--- src/rtl/phantom_clock_tap.sv ---
module phantom_clock_tap #(
  parameter int BYTES  = 8,
  parameter int BYTE_W = 8,
  parameter logic [BYTES*BYTE_W-1:0] UNLOCK_KEY = 64'h5CA3_3AC5_5CA3_3AC5
) (
  input  logic              clk,
  input  logic              rst,
  input  logic              acc_valid,
  input  logic              acc_wr_n,
  input  logic              acc_a0,
  input  logic [BYTE_W-1:0] rom_in,
  output logic [BYTE_W-1:0] rom_out
);
  localparam int NBITS = BYTES * BYTE_W;
  localparam int PTR_W = $clog2(NBITS);
  localparam logic [PTR_W-1:0] LAST = PTR_W'(NBITS - 1);

  logic             live;
  logic [PTR_W-1:0] pos;
  logic [NBITS-1:0] regfile, shadow, shadow_nx;

  wire rd_hit = acc_valid & acc_wr_n & live;
  wire wr_hit = acc_valid & ~acc_wr_n & live;

  assign rom_out = rd_hit ? {rom_in[BYTE_W-1:1], regfile[pos]} : rom_in;

  always_comb begin
    shadow_nx = shadow;
    if (wr_hit) shadow_nx[pos] = acc_a0;
  end

  always_ff @(posedge clk) begin
    if (rst) begin
      live    <= 1'b0;
      pos     <= '0;
      regfile <= '0;
      shadow  <= '0;
    end else if (acc_valid) begin
      if (!live) begin
        if (acc_wr_n) begin
          pos <= '0;
        end else if (acc_a0 == UNLOCK_KEY[pos]) begin
          if (pos == LAST) begin
            live   <= 1'b1;
            pos    <= '0;
            shadow <= regfile;
          end else begin
            pos <= pos + 1'b1;
          end
        end else begin
          pos <= '0;
        end
      end else begin
        shadow <= shadow_nx;
        if (pos == LAST) begin
          live    <= 1'b0;
          pos     <= '0;
          regfile <= shadow_nx;
        end else begin
          pos <= pos + 1'b1;
        end
      end
    end
  end
endmodule

--- config.mk ---
export PLATFORM = sky130hd
export DESIGN_NAME = phantom_clock_tap
export DESIGN_NICKNAME = d
export VERILOG_FILES = /design/src/rtl/phantom_clock_tap.sv
export SDC_FILE = /design/constraint.sdc
export NUM_CORES = 1
export LEC_CHECK = 0
export ABC_AREA = 0
export BUFFER_PORTS_ARGS = -buffer_cell sky130_fd_sc_hd__buf_2
export CAP_MARGIN = 5
export CELL_PAD_IN_SITES_DETAIL_PLACEMENT = 0
export CELL_PAD_IN_SITES_GLOBAL_PLACEMENT = 1
export CORE_MARGIN = 5
export CORE_UTILIZATION = 52
export CTS_CLUSTER_DIAMETER = 200
export DETAILED_ROUTE_END_ITERATION = 12
export PLACE_DENSITY_LB_ADDON = 0.2
export SETUP_SLACK_MARGIN = 0.05
export SYNTH_ARGS = -nofsm -noshare
export SYNTH_HDL_FRONTEND = slang
export SYNTH_SLANG_ARGS = --single-unit
export TNS_END_PERCENT = 50
--- constraint.sdc ---
create_clock -name clk -period 6 [get_ports clk]
set_input_delay 1.8 -clock clk [delete_from_list [all_inputs] [get_ports clk]]
set_output_delay 1.8 -clock clk [all_outputs]
set_load 0.005 [all_outputs]
# Yosys cells after proc, flatten, opt, wreduce, memory -nomap -nowiden
# Memory sizes are Yosys's and may differ from the RTL's. A register that Yosys moved wholly into a read port is not among the register bits.
# Index checks and enable logic that the tools add are counted.
[classes]
addsub = 1
magnitude_cmp = 2
eq_ne = 3
n_mux = 23
n_bitwise = 5
n_reduce_logical = 5
[ops]
columns = ["operator", "n"]
rows = [
  ["$mux W64", 5],
  ["$bwmux W64", 1],
  ["$mux W6", 6],
  ["$mux W1", 9],
  ["$lt A6 B7 Y1 const B", 1],
  ["$add A6 B1 Y6 const B", 1],
  ["$bmux W1 S6", 1],
  ["$demux W1 S6", 1],
  ["$eq A6 B6 Y1 const B", 1],
  ["$ge A6 B1 Y1 const B", 1],
  ["$and A1 B1 Y1", 4],
  ["$reduce_and A4 Y1", 1],
  ["$reduce_bool A2 Y1", 2],
  ["$reduce_and A3 Y1", 1],
  ["$ne A2 B1 Y1 const B", 1],
  ["$eq A1 B1 Y1", 1],
  ["$logic_and A1 B1 Y1", 1],
  ["$not A1 Y1", 1],
]
[totals]
ff_bits = 135
mem_bits_ro = 64
inputBits = 13
out_inout_bits = 8
wordCells = 44
n_memories = 1
[mem_list]
columns = ["memory", "words", "width", "rd", "rd_clocked_by_memory_dff", "write_ports", "line", "text"]
rows = [
  ["(name not given)", 64, 1, 1, 1, 0, "42", "end else if (acc_a0 == UNLOCK_KEY[pos]) begin"],
]

# Longest topological paths before layout
# Gate-level depths: netlist (run 1).
[depth]
word_depth = 8
mapped_depth = 10
mapped_depth_nobuf = 7

# Worst setup path after synthesis (run 1)
# OpenSTA, ideal clock, no wires.
[synth_timing]
kind = "input to output"
from = "input acc_valid"
to = "output rom_out[0]"
arrival_ps = 2210
required_ps = 4200
slack_ps = 1990
path_stages = 3
n_path_buf = 1
cell_sequence = "buf_2 > nand3_1 > o21ai_1"
[synth_via]
elab_chain_cells = 3
[synth_rtl]
columns = ["item", "line", "text"]
rows = [
  ["from (decl)", "8", "input logic acc_valid,"],
  ["$and A1 B1 Y1 (2 in a row)", "22", "wire rd_hit = acc_valid & acc_wr_n & live;"],
  ["$mux W1", "25", "assign rom_out = rd_hit ? {rom_in[BYTE_W-1:1], regfile[pos]} : rom_in;"],
  ["to (decl)", "12", "output logic [BYTE_W-1:0] rom_out"],
]
# Every way passes these cells.

# Worst setup path in the final report (run 1)
[layout_timing]
from = "register pos[2]"
to = "output rom_out[0]"
[layout_via]
elab_chain_cells = 3
[layout_rtl]
columns = ["item", "line", "text"]
rows = [
  ["from (decl)", "19", "logic [PTR_W-1:0] pos;"],
  ["from (signal assigned)", "48", "pos <= pos + 1'b1;"],
  ["from (signal assigned)", "60", "pos <= pos + 1'b1;"],
  ["$bmux W1 S6", "25", ""],
  ["$mux W1 (implied by the code)", "25", ""],
  ["$mux W1", "25", ""],
]
# Every way passes these cells. The select of a mux whose other input is x is not followed.

==> flow_metrics.py, run 1 <==
metrics = {
    "finish": {
        "final_util_pct": 56.6,
        "final_area_um2": 7430,
        "nets": 760,
        "antennaDiodeCount": 0,
        "fillers": 1196,
        "layout_commonest_cell": "nor2_1",
        "syn_to_final_growth_pct": 7.26,
        "final_cell_mix": "nor2_1 (174), dfxtp_1 (135), mux2i_1 (72)",
        "drive_above_1_share_pct": 10.1,
    },
    "power_and_ir_drop": {
        "ir_worst_vdd_mv": 0.218,
        "p_leak_nw": 2.59,
        "powerDensity_nw_per_um2": 255,
    },
    "clock_network": {
        "h-tree-depth": 4,
        "clockBufferDepth": 2,
        "cts.sinks": 136,
        "postCtsSetupBuffers": 0,
        "cts_tree": "yes",
        "clk_pin_slew_ps": 60,
        "clock_latency_ps": 440,
        "holdBufCountCts": 0,
        "cts-root-buf": "clkbuf_16",
        "numCtsBuffers": 17,
        "ctsResizeCount": 0,
    },
    "floorplan": {
        "io_pins": 21,
        "core_area_um2": 13100,
        "die_y_um": 125,
        "start_util_pct": 52.7,
        "dieArea_um2": 15700,
        "std_cell_rows": 42,
        "fp.dieW_um": 125,
    },
    "drt": {
        "dr.pass1.iters": 5,
        "wirelength_um": 18700,
        "post_drt_wl_per_cell_um": 20.0,
        "drtAntennaViolNets": 0,
        "route.detailed.drc": 0,
        "via_per_inst": 6.26,
        "vias": 5831,
        "drt_iter0_markers": 511,
    },
    "global_routing": {
        "antenna_found_initial": 0,
        "grt_usage_pct": 23.8,
        "grt_overflow": 0,
        "first_global_vias": 5496,
        "grt_util_met3_pct": 5.54,
        "grt_use_met1_pct": 32.8,
        "top_usage_layer": "met2",
        "grt_max_degree": 103,
        "grt_use_met2_pct": 37.0,
        "grt_pass1_wl_um": 30000,
    },
    "setup_path": {
        "crit_arrival_ps": 3160,
        "path_class": "register to primary output",
        "reg2reg_slack_ps": 2750,
        "crit_fanout": 25,
        "end_kind": "primary output",
        "cp_data_required_time_ps": 4200,
        "critPathLaunchType": "register",
    },
    "synthesis": {
        "synth_nets": 806,
        "avgSynthCellArea_um2": 8.75,
        "synthesis.area_um2": 6930,
        "syn_inst": 792,
        "synth-seq-cells": 136,
        "async_reset_ff_share_pct": 0,
        "ys.flop_type": "dfxtp_1",
        "ys_types": 59,
        "yosysWarnings": 0,
        "ys_seq_area_share_pct": 39.3,
        "synth_edf_count": 0,
    },
    "placed_design": {
        "port_buffers": 6,
        "dp_hpwl_um": 11200,
        "gp_congestion": 0.837,
        "placed_area_um2": 6910,
    },
    "timing": {
        "fin_worst_skew_ps": 14.6,
        "slew_violations": 0,
        "worst_pin_slew_ps": 1060,
        "hold_violations": 0,
        "max_freq_ghz": 0.202,
        "timing.slew.headroom_pct": 29.1,
        "timing.final.crit_share_pct": 82.7,
        "setup_viol": 0,
        "finalWorstPathRequiredPeriod_ps": 4960,
        "rsz0062_at_grt": "false",
        "setup_tns_ps": 0,
    },
    "min_path": {
        "holdCritPathClass": "register to register",
    },
    "run": {
        "maxCapViolCount": 0,
    },
    "outcome": {
        "status": "complete, no violations",
    },
}
[worst max-delay path, stage by stage, from the launching register on]
cell	delay, ps
dfxtp_1	1020
mux4_2	440
mux2i_1	150
o221ai_1	160
a2111oi_0	700
o21ai_1	100
buf_2	150
[where the power goes]
part	total (mW)	internal, mW	switching, mW
clock	0.944	0.550	0.393
combinational	0.0494	0.0112	0.0382
sequential	0.905	0.903	0.00112
[metrics by stage]
step	power [mW]	cells	hold slack (ps)	setup slack, ps
after floorplan	0.961	792	448	1990
after global placement	0.972	903	461	1610
after detailed placement	0.973	903	463	1510
after CTS	1.90	932	481	1060
after global routing	1.95	932	491	825
final	1.90	932	477	1040
[routing by layer]
metal  vias to the layer above  share of wire (%)
met5                         -                  0
met4                         0                1.9
met3                        33                5.1
met2                       145                 46
met1                      2878                 47
li1                       2775                  -
[Yosys cell counts, drive strengths merged (4+ instances only)]
master	number	area (um^2)
a211oi	65	488
a21oi	67	335
a22o	64	561
a31oi	4	31.3
buf	33	189
clkbuf	48	180
dfxtp	136	2720
mux2i	72	721
mux4	14	315
nand2	40	150
nand3	6	30.0
nand3b	4	30.0
nor2	176	661
nor2b	7	43.8
nor3	4	25.0
nor3b	7	67.6
[cell families after synthesis]
kind of cell / Yosys count / share of synthesized area, %
fa+ha+maj: 1 / 0.181
flops: 136 / 39.3
xor+xnor: 3 / 0.488
compound gates: 217 / 22.4
simple gates: 265 / 17.1
mux: 87 / 15.1
buf+inv: 83 / 5.44
[state kept, by name, summed over array words and instances (netlist names), named ones only]
signal / flops
regfile: 64
pos: 6
shadow: 64
live: 1
[worst paths after layout]
check,cells after the start,endpoint,from
max,6,rom_out[0],pos[2]
min,1,shadow[48],shadow[48]
max reg2reg,6,shadow[30],pos[2]
min reg2reg,1,shadow[48],shadow[48]
[area by class of cell]
class                      count  area, um^2  share of cell area (%)
sequential                   136        2730                    36.7
tap                          176         220                    2.96
inverter                       2        7.51                   0.101
timing repair buffer          16         105                    1.41
multi-input combinational    573        3850                    51.8
clock buffer                  21         470                    6.33
clock inverter                 8        50.0                   0.674
No activity file was read; power rests on OpenSTA's default activity.
==> inputs of run 2 (changes only) <==
--- a/config.mk
+++ b/config.mk
@@ -5,13 +5,13 @@
 export SDC_FILE = /design/constraint.sdc
 export NUM_CORES = 1
 export LEC_CHECK = 0
-export ABC_AREA = 0
+export ABC_AREA = 1
 export BUFFER_PORTS_ARGS = -buffer_cell sky130_fd_sc_hd__buf_2
 export CAP_MARGIN = 5
 export CELL_PAD_IN_SITES_DETAIL_PLACEMENT = 0
 export CELL_PAD_IN_SITES_GLOBAL_PLACEMENT = 1
 export CORE_MARGIN = 5
-export CORE_UTILIZATION = 52
+export CORE_UTILIZATION = 45
 export CTS_CLUSTER_DIAMETER = 200
 export DETAILED_ROUTE_END_ITERATION = 12
 export PLACE_DENSITY_LB_ADDON = 0.2
==> constraint.sdc (replaced) <==
create_clock -name clk -period 4.9 [get_ports clk]
set_input_delay 1.47 -clock clk [delete_from_list [all_inputs] [get_ports clk]]
set_output_delay 1.47 -clock clk [all_outputs]
set_load 0.005 [all_outputs]
==> run 2 against run 1 <==
  * Combinational power is 23% higher
  * Flip-flop and latch count stayed put
  * Largest cell class unchanged
  * Synthesized area is 11% higher
  * Clock skew is 6.6 ps lower
  * Global-route usage is 1.4 points lower
  * Total power is 37% higher
  * Final area is 12% higher
  * Die area is 26% higher
  * First-iteration DRC count is 6.1% higher
  * Sequential power is 23% higher
  * Register-to-register slack worse by 680 ps
==> flow_metrics.py, run 2 <==
metrics = {
    "clock_network": {
        "holdBufCountCts": 0,
        "numCtsBuffers": 17,
        "clockBufferDepth": 2,
        "h-tree-depth": 4,
        "cts.sinks": 136,
        "postCtsSetupBuffers": 0,
        "clk_pin_slew_ps": 60,
        "cts_tree": "yes",
        "cts-root-buf": "clkbuf_16",
        "clock_latency_ps": 430,
        "ctsResizeCount": 0,
    },
    "timing": {
        "slew_violations": 0,
        "max_freq_ghz": 0.251,
        "setup_tns_ps": 0,
        "timing.slew.headroom_pct": 29.6,
        "hold_ws_ps": 495,
        "finalWorstPathRequiredPeriod_ps": 3990,
        "worst_pin_slew_ps": 1060,
        "timing.final.crit_share_pct": 81.4,
        "setup_viol": 0,
        "fin_worst_skew_ps": 7.99,
        "hold_violations": 0,
        "rsz0062_at_grt": "false",
    },
    "drt": {
        "dr.pass1.iters": 5,
        "vias": 7106,
        "via_per_inst": 5.20,
        "drt_iter0_markers": 542,
        "drtAntennaViolNets": 0,
        "wirelength_um": 21900,
        "post_drt_wl_per_cell_um": 16.0,
        "route.detailed.drc": 0,
    },
    "synthesis": {
        "yosys.area.top_type_share_pct": 35.4,
        "synth_area_leaders": "dfxtp_1 (35%), nand2_1 (16%), o21ai_0 (12%)",
        "avgSynthCellArea_um2": 6.50,
        "synthAdderAreaFrac_pct": 0.163,
        "yosys.area.top_type": "dfxtp_1",
        "synth_nets": 1197,
        "ys_seq_area_share_pct": 35.4,
        "synthesis.area_um2": 7690,
        "muxShareOfSynthArea_pct": 0,
        "synth_compound_area_share_pct": 25.4,
        "synth-xor-area-share_pct": 0,
        "synth-simple-area-share_pct": 27.0,
        "yosysWarnings": 0,
        "ys_types": 39,
        "syn_inst": 1183,
        "synth_edf_count": 0,
        "ys.flop_type": "dfxtp_1",
        "synth_top_family_by_area": "simple AND/OR/NAND/NOR gates",
        "async_reset_ff_share_pct": 0,
        "yosysMostFrequentCell": "nand2_1",
        "synth-seq-cells": 136,
        "synthTopCellsByCount": "nand2_1 (336), o21ai_0 (179), a21oi_1 (157), dfxtp_1 (136), inv_1 (119)",
    },
    "min_path": {
        "holdCritPathClass": "register to register",
    },
    "floorplan": {
        "dieArea_um2": 19800,
        "std_cell_rows": 47,
        "start_util_pct": 46.2,
        "io_pins": 21,
        "die_y_um": 141,
        "core_area_um2": 16600,
        "fp.dieW_um": 141,
    },
    "finish": {
        "syn_to_final_growth_pct": 7.85,
        "instances_no_fill": 1367,
        "reg_top3": "regfile (64), shadow (64), pos (6)",
        "layout_commonest_cell": "nand2_1",
        "drive_above_1_share_pct": 7.59,
        "antennaDiodeCount": 0,
        "nets": 1148,
        "final_cell_mix": "nand2_1 (336), o21ai_0 (179), a21oi_1 (157)",
    },
    "global_routing": {
        "grt_max_degree": 113,
        "grt_pass1_wl_um": 35300,
        "antenna_found_initial": 0,
        "first_global_vias": 6426,
        "grt_overflow": 0,
        "grt_usage_pct": 22.5,
    },
    "setup_path": {
        "crit_fanout": 10,
        "path_class": "primary input to primary output",
        "cpPeakStageDelay_ps": 210,
        "end_kind": "primary output",
        "cp_data_required_time_ps": 3430,
        "critical-path-top-delay-family": "simple AND/OR/NAND/NOR gates",
        "critPathSlowestCell": "buf_2",
        "critPathBufInv": 4,
        "critPathLaunchType": "primary input",
        "crit_chain": "buf_2, nand2_4, inv_1, nand2_1, nor2_1, nand3_1, nand2_1, inv_1, buf_2",
        "crit_arrival_ps": 2520,
    },
    "power_and_ir_drop": {
        "ir_worst_vdd_mv": 0.246,
        "p_total_mw": 2.59,
        "powerDensity_nw_per_um2": 313,
        "p_leak_nw": 3.72,
    },
    "placed_design": {
        "dp_hpwl_um": 12600,
        "dp.cells": 1335,
        "port_buffers": 6,
        "gp_congestion": 0.762,
    },
    "outcome": {
        "status": "complete, no violations",
    },
    "run": {
        "maxCapViolCount": 0,
    },
}
run 2: cell type report:
cell class	instances	area, um^2
Sequential cell	136	2720
Inverter	126	474
Timing Repair Buffer	19	128
Fill cell	1774	8350
Clock inverter	11	196
Clock buffer	21	450
Multi-Input combinational cell	834	4040
Tap cell	220	275
run 2: tightest hold or removal path: cells and delay by family, from the launching register on:
family                 cells  cell delay [ps]
AO/OA/AOI/OAI              1               90
buffers and inverters      1               60
flip-flops                 1              320
run 2: worst paths after layout:
path	endpoint	slack [ps]	startpoint	depth (start not counted)
worst max-delay path	rom_out[0]	910	acc_valid	9
worst min-delay path	shadow[15]	500	shadow[15]	2
worst max register to register	regfile[32]	2070	pos[0]	9
worst min register to register	shadow[15]	500	shadow[15]	2
run 2: cell families (layout without fill, tap and decap cells):
kind of cell	count (synthesis)	in the layout
simple gates	449	449
flops	136	136
compound gates	384	384
fa+ha+maj	1	1
buf+inv	213	177
run 2: stage by stage:
step	utilization, %	cell area (um^2)	setup WS [ps]
floorplan	-	7690	1340
global placement	45.9	7640	933
detailed placement	45.9	7640	924
CTS	49.8	8290	889
global route	49.8	8290	721
finish	49.8	8290	911
run 2: power by group:
group          switching [mW]  internal, mW
Sequential           0.000455          1.11
Combinational          0.0504        0.0105
Clock                   0.508         0.918
Total                   0.559          2.04
run 2: layer usage:
layer / global-route usage (%) / wire length [um] / up-vias
met2: 35.8 / 9880 / 134
met5: 0 / 0 / -
met1: 31.5 / 10800 / 3215
met4: 6.07 / 284 / 0
li1: - / - / 3735
met3: 3.93 / 947 / 22
==> inputs of run 3 (changes only) <==
==> constraint.sdc (replaced) <==
create_clock -name clk -period 3.9 [get_ports clk]
set_input_delay 1.17 -clock clk [delete_from_list [all_inputs] [get_ports clk]]
set_output_delay 1.17 -clock clk [all_outputs]
set_load 0.005 [all_outputs]
==> run 3 against run 2 <==
  * Flip-flop and latch count did not move
  * Count of clock-buffer cells in the layout rose by 3
  * Final area is essentially flat
  * Total power increased by 14%
  * Highest routed layer unchanged
  * Setup slack worse by 590 ps
  * Routed wire length is essentially flat
  * Worst hold slack worse by 1.4 ps
  * Clock skew hardly changed
  * Largest power group unchanged
  * Via count grew 0.65%
==> flow_metrics.py, run 3 (synthesis gave the netlist of run 2 again) <==
metrics = {
    "outcome": {
        "status": "complete, no violations",
    },
    "min_path": {
        "hold_depth": 2,
        "hold_path_end": "shadow[15]",
        "holdCritPathClass": "register to register",
        "hold_start": "shadow[15]",
    },
    "drt": {
        "wirelength_um": 21900,
        "route.detailed.drc": 0,
        "post_drt_wl_per_cell_um": 16.0,
        "drtAntennaViolNets": 0,
        "dr.pass1.iters": 5,
        "vias": 7152,
        "drt_iter0_markers": 478,
        "via_per_inst": 5.21,
    },
    "power_and_ir_drop": {
        "p_leak_nw": 3.74,
        "powerDensity_nw_per_um2": 359,
        "ir_worst_vdd_mv": 0.299,
    },
    "clock_network": {
        "postCtsSetupBuffers": 0,
        "cts.sinks": 136,
        "clockBufferDepth": 2,
        "cts-root-buf": "clkbuf_16",
        "clk_pin_slew_ps": 60,
        "clock_latency_ps": 430,
        "holdBufCountCts": 0,
        "numCtsBuffers": 17,
        "h-tree-depth": 4,
        "ctsResizeCount": 0,
        "cts_tree": "yes",
    },
    "placed_design": {
        "placed_area_um2": 7740,
        "dp_hpwl_um": 13100,
        "preCtsSetupSlack_ps": 502,
        "port_buffers": 6,
        "gp_congestion": 0.785,
    },
    "timing": {
        "max_freq_ghz": 0.280,
        "slew_violations": 0,
        "timing.final.crit_share_pct": 91.7,
        "finalWorstPathRequiredPeriod_ps": 3570,
        "setup_viol": 0,
        "setup_tns_ps": 0,
        "finalWorstSetupSlack_ps": 326,
        "timing.slew.headroom_pct": 30.0,
        "rsz0062_at_grt": "false",
        "hold_violations": 0,
        "fin_worst_skew_ps": 7.59,
        "worst_pin_slew_ps": 1050,
    },
    "finish": {
        "syn_to_final_growth_pct": 7.76,
        "fillers": 1744,
        "drive_above_1_share_pct": 8.15,
        "layout_commonest_cell": "nand2_1",
        "final_cell_mix": "nand2_1 (336), o21ai_0 (179), a21oi_1 (157)",
        "reg_top3": "regfile (64), shadow (64), pos (6)",
        "antennaDiodeCount": 0,
        "final_area_um2": 8280,
        "nets": 1155,
    },
    "setup_path": {
        "ff2ff_path_depth": 11,
        "path_class": "register to primary output",
        "critPathLaunchType": "register",
        "reg2reg_to": "shadow[37]",
        "crit_arrival_ps": 2400,
        "cp_data_required_time_ps": 2730,
        "reg2reg_slack_ps": 1510,
        "crit_fanout": 9,
        "r2r-start": "pos[1]",
        "end_kind": "primary output",
    },
    "floorplan": {
        "std_cell_rows": 47,
        "die_y_um": 141,
        "io_pins": 21,
        "fp.dieW_um": 141,
        "start_util_pct": 46.2,
        "dieArea_um2": 19800,
        "core_area_um2": 16600,
    },
    "global_routing": {
        "first_global_vias": 6492,
        "grt_max_degree": 114,
        "grt_overflow": 0,
        "grt_pass1_wl_um": 35400,
        "antenna_found_initial": 0,
        "grt_usage_pct": 22.4,
    },
    "run": {
        "maxCapViolCount": 0,
    },
}
run 3: cell count changes in the layout (fill, tap and decap cells not counted), sizes merged:
cell,delta
buf,+7
bufinv,-5
clkbuf,+3
clkinv,+3
clkinvlp,-1
run 3: how the worst max path moves through the flow:
stage | startpoint | end | slack (ps) | depth (start not counted)
finish | pos[4] | rom_out[0] | 330 | 9
global route | pos[4] | rom_out[0] | 190 | 9
CTS | pos[4] | rom_out[0] | 290 | 9
detailed placement | acc_valid | rom_out[0] | 500 | 9
global placement | acc_valid | rom_out[0] | 520 | 9
floorplan | acc_valid | rom_out[0] | 940 | 8
run 3: cell type report:
type	count	area (um^2)	share of cell area [%]
clock buffer	24	492	5.94
clock inverter	8	46.3	0.559
inverter	126	474	5.73
multi-input combinational	834	4040	48.8
sequential	136	2720	32.9
tap	220	275	3.32
timing repair buffer	26	230	2.78
run 3: power by group:
group | internal (mW) | switching (mW)
logic | 0.0146 | 0.0621
registers | 1.39 | 0.00225
clock network | 0.874 | 0.626
total | 2.28 | 0.690
run 3: per-layer routing:
metal,vias to the layer above,GRT usage (%),wire [um]
li1,3749,-,-
met1,3220,31.3,10700
met5,-,0,0
met4,0,6.17,265
met3,22,3.45,952
met2,161,36.2,10000
run 3: through the flow:
stage | power (mW) | hold WS [ps] | cells | util [%]
after floorplan | 1.48 | 459 | 1183 | -
after global placement | 1.50 | 478 | 1342 | 46.5
after detailed placement | 1.50 | 481 | 1342 | 46.5
after CTS | 2.99 | 496 | 1374 | 49.8
after global routing | 3.05 | 511 | 1374 | 49.8
final | 2.97 | 494 | 1374 | 49.8
run 3: worst max-delay path: stages (launching register included):
cell     delay (ps)
dfxtp_1         690
inv_1           260
nor3_4          440
nand2_1         140
nand2_1          90
nor2_1           40
nand3_1          80
nand2_1          80
inv_1            60
buf_2           100
